$ cat config.mk
export PLATFORM = sky130hd
export DESIGN_NAME = tod_counter
export DESIGN_NICKNAME = d
export VERILOG_FILES = /design/src/rtl/tod_counter.sv
export SDC_FILE = /design/constraint.sdc
export NUM_CORES = 1
export LEC_CHECK = 0
export BUFFER_PORTS_ARGS = -buffer_cell sky130_fd_sc_hd__buf_2
export CAP_MARGIN = 25
export CORE_MARGIN = 3
export CORE_UTILIZATION = 60
export DETAILED_ROUTE_END_ITERATION = 16
export PLACE_DENSITY = 0.82
export SLEW_MARGIN = 15
export SYNTH_ARGS = -nofsm -noshare
export SYNTH_HDL_FRONTEND = slang
export SYNTH_SLANG_ARGS = --single-unit
$ cat constraint.sdc
create_clock -name clk -period 9.99 [get_ports clk]
set_input_delay 0.4995 -clock clk [delete_from_list [all_inputs] [get_ports clk]]
set_output_delay 0.4995 -clock clk [all_outputs]
set_load 0.05 [all_outputs]
$ cat src/rtl/tod_counter.sv
module tod_counter #(
  parameter int REG_W = 32,
  parameter int CNT_W = 2 * REG_W,
  parameter int NARROW = 0,
  parameter int WIDE_VAL_W = 31,
  parameter int NARROW_VAL_W = 24,
  parameter int PRESHIFT = 7,
  parameter logic [REG_W-1:0] BASE_INC = 32'h6666_6666
) (
  input  logic             clk,
  input  logic             rst_n,
  input  logic             tick,
  input  logic             wr_en,
  input  logic [1:0]       wr_addr,
  input  logic [REG_W-1:0] wr_data,
  input  logic             rd_en,
  input  logic [1:0]       rd_addr,
  output logic [REG_W-1:0] rd_data
);
  localparam int VAL_W = (NARROW != 0) ? NARROW_VAL_W : WIDE_VAL_W;
  localparam int PER_W = REG_W - NARROW_VAL_W;
  localparam logic [REG_W-1:0] RST_INC = (NARROW != 0)
      ? ((REG_W'(1) << NARROW_VAL_W) | (BASE_INC >> PRESHIFT)) : BASE_INC;

  logic [CNT_W-1:0] sys_time;
  logic [REG_W-1:0] inc_q;
  logic [REG_W-1:0] hi_snap;
  logic [VAL_W-1:0] inc_val;
  logic             step;

  wire time_wr = wr_en && !wr_addr[1];
  wire inc_wr  = wr_en && (wr_addr == 2'd2);
  wire trim_wr = wr_en && (wr_addr == 2'd3);

  assign inc_val = inc_q[VAL_W-1:0];

  generate
    if (NARROW != 0) begin : g_period
      logic [PER_W-1:0] ph_q;
      wire  [PER_W-1:0] per = inc_q[REG_W-1 -: PER_W];
      assign step = tick && !time_wr &&
                    ((PER_W+1)'(ph_q) + (PER_W+1)'(1) >= (PER_W+1)'(per));
      always_ff @(posedge clk or negedge rst_n)
        if (!rst_n)                ph_q <= '0;
        else if (inc_wr || step)   ph_q <= '0;
        else if (tick && !time_wr) ph_q <= ph_q + 1'b1;
    end else begin : g_every
      assign step = tick && !time_wr;
    end
  endgenerate

  always_ff @(posedge clk or negedge rst_n)
    if (!rst_n)                            sys_time <= '0;
    else if (wr_en && wr_addr == 2'd0)     sys_time[REG_W-1:0] <= wr_data;
    else if (wr_en && wr_addr == 2'd1)     sys_time[CNT_W-1:REG_W] <= wr_data;
    else if (step)                         sys_time <= sys_time + CNT_W'(inc_val);

  always_ff @(posedge clk or negedge rst_n)
    if (!rst_n)       inc_q <= RST_INC;
    else if (inc_wr) inc_q <= wr_data;
    else if (trim_wr) inc_q <= {inc_q[REG_W-1:VAL_W], inc_val + wr_data[VAL_W-1:0]};

  always_ff @(posedge clk or negedge rst_n)
    if (!rst_n)                          hi_snap <= '0;
    else if (rd_en && rd_addr == 2'd0)   hi_snap <= sys_time[CNT_W-1:REG_W];

  always_comb
    case (rd_addr)
      2'd0:    rd_data = sys_time[REG_W-1:0];
      2'd1:    rd_data = hi_snap;
      2'd2:    rd_data = inc_q;
      default: rd_data = '0;
    endcase
endmodule


==> impl_metrics.ini, run 1 <==
[logic_synthesis]
ys_types = 71
synth_edf_count = 0
synth.area.top_cells = dfrtp_1 (29%), ha_1 (7.8%), o21ai_0 (6.0%)
syn_nets = 1233
synth_most_common_cell = nand2_1
synth_area_per_cell_um2 = 8.704
synthCells = 1129
synthFlopType = dfrtp_1
netlist.area_leader.share_pct = 28.52
ys_ff_latch = 128
yosys.area.top_type = dfrtp_1
async_flop_share_pct = 100.0
syn_area_um2 = 9827
ys_top_cells_by_count = nand2_1 (142), o21ai_0 (118), dfrtp_1 (112)
ys.warnings.count = 0
synth-seq-area-share_pct = 32.80

[global_route]
track_usage_pct = 32.95
grt_max_degree = 80
first_global_vias = 8793
grt_pass1_wl_um = 46920
antenna_found_initial = 0
grt.overflow.total = 0

[outcome]
outcome = finished clean

[clocking]
cts-root-buf = clkbuf_16
cts_buffers = 17
post_cts_resized = 0
htreeDepth = 4
cts_setup_buffers = 0
clk_latency_ns = 0.43
numClockSinks = 128
tritoncts = built
clk_path_buf_depth = 2
path_clk_slew_ns = 0.06
cts_hold_buf = 0

[placed_design]
dp_hpwl_um = 21200
gp_congestion = 0.9298
port_buffers = 72

[critical_path]
required_ns = 10.31
critical_path.top_delay_family = compound AO/OA/AOI/OAI gates
crit_chain = ha_1 -> a211o_1 -> a2111oi_2 -> o41a_1 -> o21a_2 -> nor4_4 -> o311a_1 -> o21ai_2 -> o311ai_0 -> o311ai_1
critPathMaxStageDelay_ns = 0.60
startpoint_type = flop
crit_type = reg -> reg
cp-end-kind = flop
cp_max_fo = 16
arrival_ns = 4.05
cp_slowest_cell = dfstp_2
cp_num_buf_inv = 0

[floorplanning]
core_um2 = 15940
fp.dieW_um = 134.0
initial_core_util_pct = 61.64
num_rows = 46
die_y_um = 134.0
die-area_um2 = 17950
io_pins = 73

[sta]
final.period_utilization_pct = 37.35
setup_tns_ns = 0
skew_ns = 0.008111
relSlewSlack_pct = 41.55
fin_crit_ns = 3.731
hold_violations = 0
worst-slew-pin-transition_ns = 0.8750
rsz0062_at_grt = false
timing.fmax_ghz = 0.2680
finalMaxSlewViolations = 0
setup_viol = 0

[power_and_ir_drop]
combPwrFrac_pct = 53.7
powerDensity_nw_per_um2 = 293.1
p_switching_mw = 1.487
power_leakage_nw = 4.910
internal_power_mw = 1.732
p_clk_share_pct = 19.3
sw_frac_of_total_pct = 46.19
ir_worst_vdd_mv = 0.1719
seqPwrFrac_pct = 27.0

[detailed_routing]
drtIter0Drc = 1205
ant_nets = 0
wl_um = 29490
wire_per_inst_um = 21.06
vias = 9442
drc = 0
dr.pass1.iters = 8
routed_via_density = 6.744

[hold_path]
hold_path_class = in -> async

[layout]
fin_util_pct = 68.89
synthToLayoutAreaGrowth_pct = 11.76
drive_gt1_share_pct = 15.96
diodes = 0
nNetsFinal = 1276

[job]
drv_cap = 0
## placed cells by master, fill, tap and decap left out, types with 14 or more instances in the layout
cell type	n
a21o_1	30
xnor2_1	32
o21ai_0	118
a21oi_1	62
xor2_1	23
nand4_1	15
nor3_1	16
a22oi_1	38
mux2_2	33
nand2_1	141
dfstp_2	16
inv_1	33
ha_1	61
nand3_1	37
nor2_1	42
o211ai_1	14
a31oi_1	14
clkbuf_16	17
dfrtp_1	112
mux2i_1	58
buf_2	71
## cells by family (layout without fill, tap and decap cells)
logic type      after synthesis  in the layout  synth area share [%]
compound gates              382            382                 25.64
xor+xnor                     55             55                 4.902
fa+ha+maj                    63             63                 8.174
buf+inv                      94            149                 3.616
flops                       128            128                 32.80
mux                          92             92                 9.804
simple gates                315            315                 15.06
## through the flow
step	instances	hold WS [ns]	power, mW	cell area [um^2]	setup slack [ns]
final	1400	0.008995	3.219	10980	6.259
after global routing	1400	0.03645	3.438	10980	6.075
after CTS	1399	0.01446	3.183	10960	6.328
after detailed placement	1368	0.4690	2.549	10380	6.436
after global placement	1367	0.4678	2.510	10350	6.498
after floorplan	1129	0.2039	2.154	9827	6.821
## layer usage
metal / up-vias / share of wire (%) / track usage, %
li1: 4309 / - / -
met3: 89 / 11 / 7.389
met4: 0 / 3.0 / 11.83
met5: - / 0 / 0
met2: 554 / 44 / 48.65
met1: 4490 / 42 / 47.75
## power groups by stage
stage	combinational [mW]	clock, mW	sequential (mW)
after floorplan	1.34	0	0.810
after detailed placement	1.68	0	0.869
after global placement	1.65	0	0.861
after global routing	1.90	0.647	0.891
after CTS	1.70	0.622	0.862
final	1.73	0.620	0.870
## registers in the layout, indices dropped and copies added, names as in the netlist
signal    count
sys_time     64
hi_snap      32
inc_q        32
## layout make-up
type                       count  area [um^2]
clock buffer                  18        439.2
clock inverter                13        140.1
fill                        1278         4960
inverter                      33        123.9
multi-input combinational    907         6282
sequential                   128         3223
tap                          216        270.3
timing repair buffer          85        504.2
## final timing paths
| path | start | end | slack, ns | depth (start not counted) |
|---|---|---|---|---|
| worst min-delay path | rst_n | hi_snap[26]$_DFFE_PN0P_ | 0.009 | 1 |
| worst max-delay path | inc_q[1]$_DFFE_PN1P_ | sys_time[61]$_DFFE_PN0P_ | 6.26 | 10 |
| worst max register to register | inc_q[1]$_DFFE_PN1P_ | sys_time[61]$_DFFE_PN0P_ | 6.26 | 10 |
| max in group asynchronous | rst_n | inc_q[6]$_DFFE_PN1P_ | 8.89 | 3 |
| worst min register to register | inc_q[2]$_DFFE_PN1P_ | inc_q[2]$_DFFE_PN1P_ | 0.50 | 2 |
| min in group clk | wr_data[31] | inc_q[31]$_DFFE_PN0P_ | 0.34 | 2 |
(Power assumes the default switching activity.)
==> inputs of run 2 (changes only) <==
Settings changed: CORE_UTILIZATION 60 to 56, PLACE_DENSITY 0.82 to 0.8.
Clock period 9.99 ns to 3.3 ns, I/O delays scaled along.
==> impl_metrics.ini, run 2 (synthesized netlist as in run 1, its figures left out) <==
[outcome]
outcome = finished clean

[critical_path]
rr_worst_depth = 11
critical_path.top_delay_family = compound AO/OA/AOI/OAI gates
arrival_ns = 3.50
cp_max_fo = 16
rrSetupSlack_ns = 0.1
rr_endpoint = sys_time[31]$_DFFE_PN0P_
cp-end-kind = flop
r2r-start = inc_q[1]$_DFFE_PN1P_
cp_num_buf_inv = 1
crit_chain = ha_1 -> a211o_1 -> a2111oi_4 -> o41a_1 -> o21a_2 -> nor4_4 -> o311a_1 -> o21ai_2 -> buf_12 -> nor3_1 -> a221o_1
cp_slowest_cell = dfstp_2
startpoint_type = flop
required_ns = 3.60
critPathMaxStageDelay_ns = 0.57
crit_type = reg -> reg

[sta]
relSlewSlack_pct = 45.09
timing.fmax_ghz = 0.3124
finalMaxSlewViolations = 0
fin_ws_ns = 0.09914
fin_crit_ns = 3.201
setup_viol = 0
rsz0062_at_grt = true
final.period_utilization_pct = 97.00
worst-slew-pin-transition_ns = 0.8206
skew_ns = 0.008605
hold_violations = 0

[placed_design]
gp_congestion = 0.9725
dp_hpwl_um = 22400
dp_slack_ns = 0.003468
dpl.cell_count = 1405
port_buffers = 72

[clocking]
cts-root-buf = clkbuf_16
clk_path_buf_depth = 2
cts_buffers = 17
htreeDepth = 4
clk_latency_ns = 0.43
numClockSinks = 128
path_clk_slew_ns = 0.06
tritoncts = built

[hold_path]
hp-start = wr_data[0]
hold_path_class = in -> reg
holdPathStages = 3
min_to = sys_time[0]$_DFFE_PN0P_

[layout]
regMostFlops = sys_time
nNetsFinal = 1312
multi_input_area_um2 = 6315
fin_util_pct = 66.91
final_cell_mix = nand2_1 (140), o21ai_0 (116), dfrtp_1 (111)
drive_gt1_share_pct = 18.77
largest_reg_flops = 64
regArea_um2 = 3224
fin_cells = 1440
final_common_cell = nand2_1
synthToLayoutAreaGrowth_pct = 14.92
top_regs = sys_time (64), hi_snap (32), inc_q (32)
fill_cells = 1352
diodes = 0

[global_route]
track_usage_pct = 31.12
first_global_vias = 8985
grt_max_degree = 85
grt.overflow.total = 0
grt_pass1_wl_um = 48380
antenna_found_initial = 1

[detailed_routing]
drtIter0Drc = 1060
routed_via_density = 6.656
ant_nets = 0
drc = 0
wire_per_inst_um = 21.20
dr.pass1.iters = 6
wl_um = 30540
vias = 9585

[floorplanning]
fp.dieW_um = 138.5
initial_core_util_pct = 58.23
die-area_um2 = 19170
num_rows = 47
die_y_um = 138.5
core_um2 = 16880
io_pins = 73

[power_and_ir_drop]
power_leakage_nw = 5.083
powerDensity_nw_per_um2 = 907.7
ir_worst_vdd_mv = 0.4791
power.total_mw = 10.25

[job]
drv_cap = 0
run 2: power breakdown:
part / internal [mW] / switching [mW] / leakage [nW] / total (mW)
combinational: 2.29 / 3.39 / 3.24 / 5.68
sequential: 2.11 / 0.505 / 1.57 / 2.62
clock: 1.19 / 0.768 / 0.275 / 1.95
run 2: how the worst max path moves through the flow:
stage | from | end | cells past startpoint
floorplan | inc_q[1]$_DFFE_PN1P_ | sys_time[31]$_DFFE_PN0P_ | 11
global placement | inc_q[1]$_DFFE_PN1P_ | sys_time[31]$_DFFE_PN0P_ | 11
detailed placement | inc_q[1]$_DFFE_PN1P_ | inc_q[29]$_DFFE_PN1P_ | 11
CTS | inc_q[1]$_DFFE_PN1P_ | sys_time[31]$_DFFE_PN0P_ | 11
global route | inc_q[0]$_DFFE_PN0P_ | sys_time[26]$_DFFE_PN0P_ | 11
finish | inc_q[1]$_DFFE_PN1P_ | sys_time[31]$_DFFE_PN0P_ | 11
run 2: layer usage:
| layer | up-vias | GRT usage, % | wire (um) |
|---|---|---|---|
| met5 | - | 0 | 13 |
| met2 | 517 | 47.53 | 13880 |
| met4 | 2 | 8.996 | 601 |
| met1 | 4643 | 44.00 | 12850 |
| li1 | 4370 | - | - |
| met3 | 53 | 7.907 | 3189 |
run 2: repair_timing:
item,4_1_cts,5_1_grt
hold endpoints to repair,33,0
resized for setup,1,10
hold buffers,1,0
pin swaps,1,4
setup endpoints to repair,2,25
buffers inserted,1,2
run 2: area by class of cell:
cell class | instances | share of cell area, %
Clock inverter | 13 | 1.451
Tap cell | 220 | 2.437
Timing Repair Buffer | 121 | 6.747
Clock buffer | 18 | 3.800
Sequential cell | 128 | 28.55
Inverter | 33 | 1.097
Multi-Input combinational cell | 907 | 55.92
run 2: worst register-to-register path, stage by stage (launching register included):
cell       delay, ns
dfstp_2         0.57
ha_1            0.25
a211o_1         0.32
a2111oi_4       0.34
o41a_1          0.23
o21a_2          0.21
nor4_4          0.07
o311a_1         0.40
o21ai_2         0.18
buf_12          0.16
nor3_1          0.06
a221o_1         0.30
run 2: stage by stage:
step                      setup TNS [ns]  area (um^2)  hold slack, ns
after floorplan                        0         9827         -0.1306
after global placement                 0        10630          0.1203
after detailed placement               0        10630          0.1192
after CTS                              0        11250         0.01345
after global routing            -0.05454        11290         0.01614
final                                  0        11290         0.02528
